--- src/rtl/fps_pkg.sv ---
package fps_pkg;

   typedef enum logic [2:0] {
      SET_RD   = 3'd0,
      SET_LOCK = 3'd1,
      SET_PWD  = 3'd2,
      SET_PPB  = 3'd3,
      SET_PLK  = 3'd4,
      SET_DYB  = 3'd5
   } set_e;

   localparam logic [11:0] CMD_ADR_A = 12'hAAA;
   localparam logic [11:0] CMD_ADR_B = 12'h555;
   localparam logic [7:0]  KEY_A     = 8'hAA;
   localparam logic [7:0]  KEY_B     = 8'h55;
   localparam logic [7:0]  OP_PROG   = 8'hA0;
   localparam logic [7:0]  OP_EXIT   = 8'h90;
   localparam logic [7:0]  OP_ERASE  = 8'h80;
   localparam logic [7:0]  OP_ERGO   = 8'h30;
   localparam logic [7:0]  OP_PWU_A  = 8'h25;
   localparam logic [7:0]  OP_PWU_B  = 8'h03;
   localparam logic [7:0]  OP_PWU_Z  = 8'h29;

   // one-cycle command strobes from the front end
   typedef struct packed {
      logic lock_prog;
      logic pw_prog;
      logic pw_start;
      logic pw_byte;
      logic pw_done;
      logic ppb_prog;
      logic ppb_erase;
      logic plk_set;
      logic dyb_set;
      logic dyb_clr;
   } stb_t;

   function automatic set_e code_to_set(input logic [7:0] c);
      case (c)
         8'h40:   return SET_LOCK;
         8'h60:   return SET_PWD;
         8'hC0:   return SET_PPB;
         8'h50:   return SET_PLK;
         8'hE0:   return SET_DYB;
         default: return SET_RD;
      endcase
   endfunction

endpackage

--- src/rtl/fps_cmd_front.sv ---
module fps_cmd_front
   import fps_pkg::*;
#(
   parameter int CMP_W    = 12,
   parameter int PW_BYTES = 8
)(
   input  logic             clk,
   input  logic             rst_n,
   input  logic             wr_en,
   input  logic [CMP_W-1:0] cmd_adr,
   input  logic [7:0]       wdata,
   output set_e             mode,
   output stb_t             stb
);

   localparam int CNT_W = $clog2(PW_BYTES);
   localparam logic [CNT_W-1:0] CNT_LAST = CNT_W'(PW_BYTES - 1);

   if (CMP_W != 12) begin : g_bad_cmp
      $error("fps_cmd_front: command field must be 12 bits");
   end

   typedef enum logic [3:0] {
      F_IDLE, F_U1, F_U2, F_SET, F_ARG, F_EX, F_ER, F_PW1, F_PW2, F_PW3
   } fst_e;

   fst_e             st, st_n;
   set_e             mode_n;
   logic [CNT_W-1:0] cnt_q;

   always_comb begin
      st_n   = st;
      mode_n = mode;
      stb    = '0;
      if (wr_en) begin
         case (st)
            F_IDLE: if (wdata == KEY_A && cmd_adr == CMD_ADR_A) st_n = F_U1;
            F_U1: st_n = (wdata == KEY_B && cmd_adr == CMD_ADR_B) ? F_U2 : F_IDLE;
            F_U2: begin
               st_n = F_IDLE;
               if (cmd_adr == CMD_ADR_A && code_to_set(wdata) != SET_RD) begin
                  mode_n = code_to_set(wdata);
                  st_n   = F_SET;
               end
            end
            F_SET: begin
               if (wdata == OP_PROG)                          st_n = F_ARG;
               else if (wdata == OP_EXIT)                     st_n = F_EX;
               else if (wdata == OP_ERASE && mode == SET_PPB) st_n = F_ER;
               else if (wdata == OP_PWU_A && mode == SET_PWD) st_n = F_PW1;
            end
            F_ARG: begin
               st_n = F_SET;
               case (mode)
                  SET_LOCK: begin
                     if (wdata[2:1] == 2'b00) begin
                        st_n   = F_IDLE;
                        mode_n = SET_RD;
                     end else begin
                        stb.lock_prog = 1'b1;
                     end
                  end
                  SET_PWD: stb.pw_prog  = 1'b1;
                  SET_PPB: stb.ppb_prog = (wdata == 8'h00);
                  SET_PLK: stb.plk_set  = (wdata == 8'h00);
                  SET_DYB: begin
                     stb.dyb_set = (wdata == 8'h00);
                     stb.dyb_clr = (wdata == 8'h01);
                  end
                  default: st_n = F_IDLE;
               endcase
            end
            F_EX: begin
               if (wdata == 8'h00) begin
                  st_n   = F_IDLE;
                  mode_n = SET_RD;
               end else begin
                  st_n = F_SET;
               end
            end
            F_ER: begin
               stb.ppb_erase = (wdata == OP_ERGO);
               st_n          = F_SET;
            end
            F_PW1: begin
               stb.pw_start = (wdata == OP_PWU_B);
               st_n         = (wdata == OP_PWU_B) ? F_PW2 : F_SET;
            end
            F_PW2: begin
               stb.pw_byte = 1'b1;
               if (cnt_q == CNT_LAST) st_n = F_PW3;
            end
            F_PW3: begin
               stb.pw_done = (wdata == OP_PWU_Z);
               st_n        = F_SET;
            end
            default: st_n = F_IDLE;
         endcase
      end
   end

   always_ff @(posedge clk or negedge rst_n) begin
      if (!rst_n) begin
         st    <= F_IDLE;
         mode  <= SET_RD;
         cnt_q <= '0;
      end else begin
         st   <= st_n;
         mode <= mode_n;
         if (stb.pw_start)     cnt_q <= '0;
         else if (stb.pw_byte) cnt_q <= cnt_q + 1'b1;
      end
   end


   lock_abort_chk: assert property (@(posedge clk) disable iff (!rst_n)
      (wr_en && st == F_ARG && mode == SET_LOCK && wdata[2:1] == 2'b00) |=> (mode == SET_RD));


   exit_read_chk: assert property (@(posedge clk) disable iff (!rst_n)
      (wr_en && st == F_EX && wdata == 8'h00) |=> (mode == SET_RD));


   entry_path_chk: assert property (@(posedge clk) disable iff (!rst_n)
      (mode != SET_RD && $past(mode) == SET_RD) |-> ($past(st) == F_U2 && $past(wr_en)));

endmodule

--- src/rtl/fps_password.sv ---
module fps_password #(
   parameter int PW_BYTES = 8,
   parameter int IDX_W    = 3
)(
   input  logic             clk,
   input  logic             rst_n,
   input  logic             prog,
   input  logic             start,
   input  logic             byte_stb,
   input  logic             done,
   input  logic [IDX_W-1:0] idx,
   input  logic [7:0]       wdata,
   output logic [7:0]       rd_byte,
   output logic             unlock
);

   if (PW_BYTES != (1 << IDX_W)) begin : g_bad_idx
      $error("fps_password: byte count must equal 2**IDX_W");
   end

   logic [7:0]          pw_q [PW_BYTES];
   logic [PW_BYTES-1:0] cov_q;
   logic                miss_q;

   for (genvar g = 0; g < PW_BYTES; g++) begin : g_byte
      always_ff @(posedge clk or negedge rst_n) begin
         if (!rst_n)                          pw_q[g] <= 8'hFF;
         else if (prog && idx == IDX_W'(g))   pw_q[g] <= pw_q[g] & wdata;
      end


      pw_otp_chk: assert property (@(posedge clk) disable iff (!rst_n)
         (pw_q[g] & ~$past(pw_q[g])) == 8'h00);
   end

   always_ff @(posedge clk or negedge rst_n) begin
      if (!rst_n) begin
         cov_q  <= '0;
         miss_q <= 1'b0;
      end else if (start) begin
         cov_q  <= '0;
         miss_q <= 1'b0;
      end else if (byte_stb) begin
         cov_q[idx] <= 1'b1;
         if (wdata != pw_q[idx]) miss_q <= 1'b1;
      end
   end

   assign unlock  = done && (&cov_q) && !miss_q;
   assign rd_byte = pw_q[idx];

endmodule

--- src/rtl/fps_sector_bits.sv ---
module fps_sector_bits #(
   parameter int SECTORS = 8,
   parameter int SECT_W  = 3
)(
   input  logic               clk,
   input  logic               rst_n,
   input  logic [SECT_W-1:0]  sa,
   input  logic               ppb_en,
   input  logic               ppb_prog,
   input  logic               ppb_erase,
   input  logic               dyb_set,
   input  logic               dyb_clr,
   output logic [SECTORS-1:0] ppb_q,
   output logic [SECTORS-1:0] dyb_q
);

   if (SECTORS != (1 << SECT_W)) begin : g_bad_sect
      $error("fps_sector_bits: sector count must equal 2**SECT_W");
   end

   for (genvar g = 0; g < SECTORS; g++) begin : g_sect
      logic hit;
      assign hit = (sa == SECT_W'(g));

      // erase pre-programs and erases in one step; the net result is clear
      always_ff @(posedge clk or negedge rst_n) begin
         if (!rst_n)                          ppb_q[g] <= 1'b0;
         else if (ppb_en && ppb_erase)        ppb_q[g] <= 1'b0;
         else if (ppb_en && ppb_prog && hit)  ppb_q[g] <= 1'b1;
      end

      always_ff @(posedge clk or negedge rst_n) begin
         if (!rst_n)                             dyb_q[g] <= 1'b0;
         else if (dyb_set && hit)                dyb_q[g] <= 1'b1;
         else if (dyb_clr && hit && !ppb_q[g])   dyb_q[g] <= 1'b0;
      end


      dyb_refuse_chk: assert property (@(posedge clk) disable iff (!rst_n)
         (dyb_clr && hit && ppb_q[g] && dyb_q[g]) |=> dyb_q[g]);
   end


   ppb_frozen_chk: assert property (@(posedge clk) disable iff (!rst_n)
      ((ppb_prog || ppb_erase) && !ppb_en) |=> $stable(ppb_q));

endmodule

--- src/rtl/flash_prot_seq.sv ---
module flash_prot_seq
   import fps_pkg::*;
#(
   parameter int SECTORS = 8
)(
   input  logic                              clk,
   input  logic                              rst_n,
   input  logic                              wr_en,
   input  logic                              rd_en,
   input  logic [12+$clog2(SECTORS)-1:0]     addr,
   input  logic [7:0]                        wdata,
   output logic [7:0]                        rd_data,
   output logic [2:0]                        cmd_mode
);

   localparam int CMP_W    = 12;
   localparam int SECT_W   = $clog2(SECTORS);
   localparam int ADDR_W   = CMP_W + SECT_W;
   localparam int PW_BYTES = 8;
   localparam int IDX_W    = $clog2(PW_BYTES);
   localparam int LOCK_W   = 3;

   if (SECTORS < 2 || SECTORS > 1024) begin : g_bad_cnt
      $error("flash_prot_seq: SECTORS out of range");
   end

   set_e               mode;
   stb_t               stb;
   logic [SECT_W-1:0]  sa;
   logic [7:0]         pw_byte;
   logic               pw_unlock;
   logic [SECTORS-1:0] ppb_q, dyb_q;
   logic [LOCK_W-1:0]  lock_q;
   logic               plk_q;

   assign sa       = addr[ADDR_W-1 -: SECT_W];
   assign cmd_mode = mode;

   fps_cmd_front #(.CMP_W(CMP_W), .PW_BYTES(PW_BYTES)) u_front (
      .clk     (clk),
      .rst_n   (rst_n),
      .wr_en   (wr_en),
      .cmd_adr (addr[CMP_W-1:0]),
      .wdata   (wdata),
      .mode    (mode),
      .stb     (stb)
   );

   fps_password #(.PW_BYTES(PW_BYTES), .IDX_W(IDX_W)) u_pw (
      .clk      (clk),
      .rst_n    (rst_n),
      .prog     (stb.pw_prog),
      .start    (stb.pw_start),
      .byte_stb (stb.pw_byte),
      .done     (stb.pw_done),
      .idx      (addr[IDX_W-1:0]),
      .wdata    (wdata),
      .rd_byte  (pw_byte),
      .unlock   (pw_unlock)
   );

   fps_sector_bits #(.SECTORS(SECTORS), .SECT_W(SECT_W)) u_sect (
      .clk       (clk),
      .rst_n     (rst_n),
      .sa        (sa),
      .ppb_en    (!plk_q),
      .ppb_prog  (stb.ppb_prog),
      .ppb_erase (stb.ppb_erase),
      .dyb_set   (stb.dyb_set),
      .dyb_clr   (stb.dyb_clr),
      .ppb_q     (ppb_q),
      .dyb_q     (dyb_q)
   );

   always_ff @(posedge clk or negedge rst_n) begin
      if (!rst_n) begin
         lock_q <= '1;
         plk_q  <= 1'b0;
      end else begin
         if (stb.lock_prog) lock_q <= lock_q & wdata[LOCK_W-1:0];
         if (stb.plk_set)   plk_q  <= 1'b1;
         else if (pw_unlock) plk_q <= 1'b0;
      end
   end

   always_ff @(posedge clk or negedge rst_n) begin
      if (!rst_n) begin
         rd_data <= 8'hFF;
      end else if (rd_en) begin
         case (mode)
            SET_LOCK: rd_data <= {{(8-LOCK_W){1'b1}}, lock_q};
            SET_PWD:  rd_data <= pw_byte;
            SET_PPB:  rd_data <= {7'b0, ~ppb_q[sa]};
            SET_PLK:  rd_data <= {7'b0, ~plk_q};
            SET_DYB:  rd_data <= {7'b0, ~dyb_q[sa]};
            default:  rd_data <= 8'hFF;
         endcase
      end
   end


   lock_otp_chk: assert property (@(posedge clk) disable iff (!rst_n)
      (lock_q & ~$past(lock_q)) == '0);


   status_code_chk: assert property (@(posedge clk) disable iff (!rst_n)
      (rd_en && (mode == SET_PPB || mode == SET_PLK || mode == SET_DYB)) |=> (rd_data[7:1] == 7'b0));


   plk_clear_src_chk: assert property (@(posedge clk) disable iff (!rst_n)
      $fell(plk_q) |-> ($past(mode) == SET_PWD));

endmodule

--- config.mk ---
export PLATFORM = sky130hd
export DESIGN_NAME = flash_prot_seq
export DESIGN_NICKNAME = d
export VERILOG_FILES = /design/src/rtl/fps_pkg.sv /design/src/rtl/fps_cmd_front.sv /design/src/rtl/fps_password.sv /design/src/rtl/fps_sector_bits.sv /design/src/rtl/flash_prot_seq.sv
export SDC_FILE = /design/constraint.sdc
export NUM_CORES = 1
export LEC_CHECK = 0
export BUFFER_PORTS_ARGS = -buffer_cell sky130_fd_sc_hd__buf_2
export CORE_MARGIN = 2
export CORE_UTILIZATION = 30
export DETAILED_ROUTE_END_ITERATION = 6
export HOLD_SLACK_MARGIN = 0.1
export PLACE_DENSITY = 0.56
export SLEW_MARGIN = 20
export SYNTH_ARGS = -nofsm -noshare
export SYNTH_HDL_FRONTEND = slang
export SYNTH_HIERARCHICAL = 1
export SYNTH_SLANG_ARGS = --single-unit
--- constraint.sdc ---
create_clock -name clk -period 2.3 [get_ports clk]
set_input_delay 0.23 -clock clk [delete_from_list [all_inputs] [get_ports clk]]
set_output_delay 0.23 -clock clk [all_outputs]
set_load 0.02 [all_outputs]
* Word level (Yosys, flattened, before mapping)
Cells that the tools add are included.
** Cells by class
- Add/subtract/negate cells :: 1
- $lt $le $gt $ge :: 4
- Equal/unequal tests :: 54
- Muxes and demuxes :: 86
- Bitwise gates (word level) :: 14
- Reductions and logical operators :: 92
** Operators by type and width (number)
- 8-bit bitwise AND :: 8
- 1-bit logical AND :: 50
- 1-bit two-way mux :: 50
- 8-bit == test, second input constant :: 6
- 8-bit case mux with 5 select lines :: 1
- 2-bit nonzero test :: 19
- 4-bit case mux with 9 select lines :: 1
- 3-bit == test, second input constant :: 11
- 8-bit by 7-bit == test with 1-bit output, second input constant :: 4
- 8-bit two-way mux :: 4
- 4-bit two-way mux :: 7
- 3-bit two-way mux :: 9
- 8-bit binary-select mux with 3-bit select :: 1
- 8-bit by 6-bit == test with 1-bit output, second input constant :: 3
- 3-bit by 2-bit == test with 1-bit output, second input constant :: 6
- 4-bit by 3-bit == test with 1-bit output, second input constant :: 4
- 3-bit case mux with 5 select lines :: 1
- 12-bit by 11-bit == test with 1-bit output, second input constant :: 1
- 12-bit == test, second input constant :: 1
- 2-bit two-way mux :: 6
- 1-bit zero test :: 10
- 10-bit two-way mux :: 1
- 2-bit by 1-bit != test with 1-bit output, second input constant :: 5
- 3-bit by 1-bit == test with 1-bit output, second input constant :: 3
- 31 further kinds :: 39
** Word-level totals
- Bits in registers :: 111

* Longest topological paths before layout
- Depth after elaboration :: 9
- Depth in mapped cells :: 11
- Depth with buffers taken out :: 8

* By module
The synthesis kept the hierarchy.
** Modules (own cells, without submodules)
- fps_password :: instances 1, cells each 256, area an instance 3338.2 µm², sequential area each 1906.8 µm²
- fps_cmd_front :: instances 1, cells each 136, area an instance 1147.4 µm², sequential area each 250.2 µm²
- fps_sector_bits :: instances 1, cells each 66, area an instance 715.7 µm², sequential area each 400.4 µm²
- flash_prot_seq :: instances 1, cells each 66, area an instance 708.2 µm², sequential area each 314.1 µm²

* Least setup slack after synthesis
Ideal clock, no wire load.
- Path kind :: reg-to-reg
- Start point :: register u_front.st[2]
- End point :: register u_sect.dyb_q[1]
- Setup time :: 0.122 ns
- Arrival :: 2.012 ns
- Data required time :: 2.178 ns
- Slack :: 0.166 ns
- Cell stages (with the launch flop) :: 8
- Buffers on the path :: 1
- Period minus slack after synthesis :: 2.134 ns
- Path through :: dfrtp_1 > dlymetal6s2s_1 > nand3b_1 > nor3_1 > nand2_1 > nor3_1 > nand4b_1 > a32o_1
** RTL lines
- from (decl) :: line fps_cmd_front.sv:27 : fst_e st, st_n;
- from (signal assigned) :: line fps_cmd_front.sv:108 : st <= st_n;
- to (signal, indexed assignment) :: line fps_sector_bits.sv:33 : if (!rst_n) dyb_q[g] <= 1'b0;
- to (signal, indexed assignment) :: line fps_sector_bits.sv:34 : else if (dyb_set && hit) dyb_q[g] <= 1'b1;
- to (signal, indexed assignment) :: line fps_sector_bits.sv:35 : else if (dyb_clr && hit && !ppb_q[g]) dyb_q[g] <= 1'b0;
- to (decl) :: line fps_sector_bits.sv:14 : output logic [SECTORS-1:0] dyb_q

==> summary.md <==
| Metric | Value |
|---|---|
| Status | `completed` |
| Mapped Area | `5910 um2` |
| Share of layout cells above drive strength 1 | `between 30% and 40%` |
| Worst-path clk slew | `roughly 70 ps` |
| Fillcell total | `~1,900` |
| Clock Sinks | `111` |
| RSZ-0062 raised after global routing | `false` |
| First-pass GRT wire length | `25,900 um` |
| DR pass1 iterations | `5` |
| Most numerous cell on the critical path | `buf_4` |
| Final wirelength | `15,800 um` |
| Port-buffer cells | `37` |
| Syn Area/Cell | `about 11 um2` |
| Worst skew pair latency | `360 ps` |
| GP Congestion | `0.861` |
| Synth Register Bits | `about 110` |
| Critical Path Max Stage Delay | `about 470 ps` |
| Antenna cells | `0` |
| Ys Warns | `6` |
| Largest net degree at the start of global routing | `70` |
| Routed len/inst | `18.2 um` |
| Number of synthesized flops with an enable pin | `0` |
| TNS Setup | `0 ps` |
| Max Fclk | `0.480 GHz` |
| Die height | `between 100 and 150 um` |
| Max IR drop VDD | `0.000237 V` |
| Initial DRC count | `284` |
| Worst Max-Slew Pin Slew | `726 ps` |
| Finish-stage setup viols | `0` |
| CP max-delay cell | `dfrtp_1` |
| Slew headroom | `50.3%` |
| Top-area cell type share of the netlist area | `33.3%` |
| Synth Instances | `~520` |
| Row cnt | `between 50 and 60` |
| CP max FO | `7` |
| CTS tree | `yes` |
| Ys async rst share | `100%` |
| Fin crit share | `between 90% and 100%` |
| IO Pins | `38` |
| Lkg Pwr | `2.87 nW` |
| Total CTS buffers | `9` |
| # nets final | `624` |
| DR vias/cell | `5.27` |
| Max Cap Viol | `0` |
| Final Hold Viols | `0` |
| Post-layout util | `35.9%` |
| Placeable core area | `19,400 um2` |
| Die W | `144 um` |
| Largest cells by area after synthesis | `dfstp_2, dfrtp_1, o21a_1` |
| Crit path max-delay family | `simple AND/OR/NAND/NOR gates` |
| Post-CTS Setup Bufs | `0` |
| Distinct cells, synth | `75` |
| Initial antenna violation count | `0` |
| Hold Path Class | `in -> reg` |
| Register area share after synthesis | `48.6%` |
| Total number of vias | `4,561` |
| Power per Cell Area | `592 nW/um2` |
| Area Overhead vs Synth | `17.8%` |
| Vias in the first global route | `approximately 4,800` |
| Root Driver | `clkbuf_16` |
| Worst clock skew | `10.7 ps` |
| Prevailing post-synth register cell | `dfstp_2` |
| Syn_nets | `553` |
| Crit path cell chain | `nand3b_1 > nor3_1 > buf_4 > and2_1 > nor2b_1 > nand2_1 > buf_4 > o21a_1` |
| Max-slew violations | `0` |
| Most numerous cell in the Yosys netlist | `dfstp_2` |
| Startpoint Class | `flip-flop` |
| Crit. End Element | `flip-flop` |
| Crit path buffers/inverters | `2` |
| DP Wirelength | `11,500 um` |
| Max clock buf depth | `2` |
| Final ANT Viol Nets | `0` |
| Max H-tree Level | `3` |
| Die area | `20,800 um2` |
| Total track usage | `16.1%` |
| DRC | `0` |
| Total grt overflow | `0` |
| Tmin final | `2080 ps` |
| Critical path data arrival time | `around 2400 ps` |
| Req. time, crit path | `roughly 2600 ps` |
| Synth area leader | `dfstp_2` |
| Initial core utilization | `30.5%` |
| Synth top cells by count | `dfstp_2, o21a_1, dfrtp_1, nor2_1, a21oi_1` |
| Critical path class | `reg -> reg` |
-- flip-flops by register name (all words and copies together) (netlist names) --
register       cells
u_pw/miss_q        1
u_sect/ppb_q       8
plk_q              1
u_front/cnt_q      3
u_sect/dyb_q       8
rd_data            8
u_front/st         4
u_pw/pw_q         64
u_pw/cov_q         8
lock_q             3
u_front/mode       3
-- what timing repair did --
item,4_1_cts,5_1_grt
hold buffers,1,0
setup endpoints to repair,0,8
gates resized for setup,0,1
endpoints found under the hold margin,21,0
-- per-stage QoR --
step           worst slack [ps]  hold WS (ps)  area, um2  std cells  total power, W
4_1_cts                     180           180       6960        865         0.00417
6_report                    217           189       6960        865         0.00412
3_3_place_gp                137           422       6640        848         0.00247
2_1_floorplan               166         -65.6       5910        524         0.00228
3_5_place_dp               84.2           436       6640        848         0.00248
5_1_grt                    46.1           222       6960        865         0.00428
-- worst reg2reg max path, stage by stage (launching register included) --
cell and delay [ps]:
dfrtp_1 470, nand3b_1 130, nor3_1 260, buf_4 180
and2_1 170, nor2b_1 290, nand2_1 150, buf_4 200
o21a_1 180
-- per-layer routing --
layer,routed length [um],vias to the layer above,global-route usage (%)
met1,6720,2314,20.3
met5,0,-,0
li1,-,2087,-
met2,8070,132,27.6
met4,441,0,7.46
met3,549,28,2.05
-- cells in the final DEF, fill, tap and decap left out, types with 10 or more instances in the layout --
master / instances
buf_2: 36
dfrtp_1: 36
nor2_1: 36
nand2b_1: 11
o21a_1: 65
nor3_1: 14
inv_1: 14
dfstp_2: 75
a21oi_1: 24
buf_4: 54
nand3b_1: 12
nand2_1: 18
a22o_1: 10
mux2i_1: 18
-- cell families after synthesis --
logic type               share of synthesized area (%)
flip-flops                                        48.6
AO/OA/AOI/OAI                                     18.9
multiplexers                                      9.78
adder cells (fa/ha/maj)                          0.423
buffers and inverters                             4.42
XOR/XNOR                                          1.19
AND/OR/NAND/NOR                                   16.7
-- worst paths after layout --
path	cells past startpoint	from	slack [ps]	endpoint
worst max-delay path	8	u_front/st[2]	220	u_pw/pw_q[31]
worst min-delay path	2	rd_en	190	rd_data[4]
worst max register to register	8	u_front/st[2]	220	u_pw/pw_q[31]
worst min register to register	1	u_pw/pw_q[53]	460	u_pw/pw_q[53]
max in group asynchronous	3	rst_n	1270	rd_data[6]
min in group asynchronous	2	rst_n	570	u_pw/pw_q[63]
-- layout make-up --
cell class / count / area [um2] / area share [%]
clock inverter: 6 / 85.1 / 1.22
timing repair buffer: 92 / 616 / 8.84
clock buffer: 10 / 229 / 3.29
multi-input combinational: 367 / 2780 / 39.9
sequential: 111 / 2870 / 41.2
inverter: 14 / 52.6 / 0.755
tap: 265 / 332 / 4.76
-- power breakdown --
part | switching, W | internal, W | leakage [nW]
combinational | 0.000293 | 0.000170 | 1.45
clock | 0.000721 | 0.000952 | 0.148
sequential | 0.00000896 | 0.00198 | 1.27
total | 0.00102 | 0.00310 | 2.87
No activity file was read; power rests on OpenSTA's default activity.
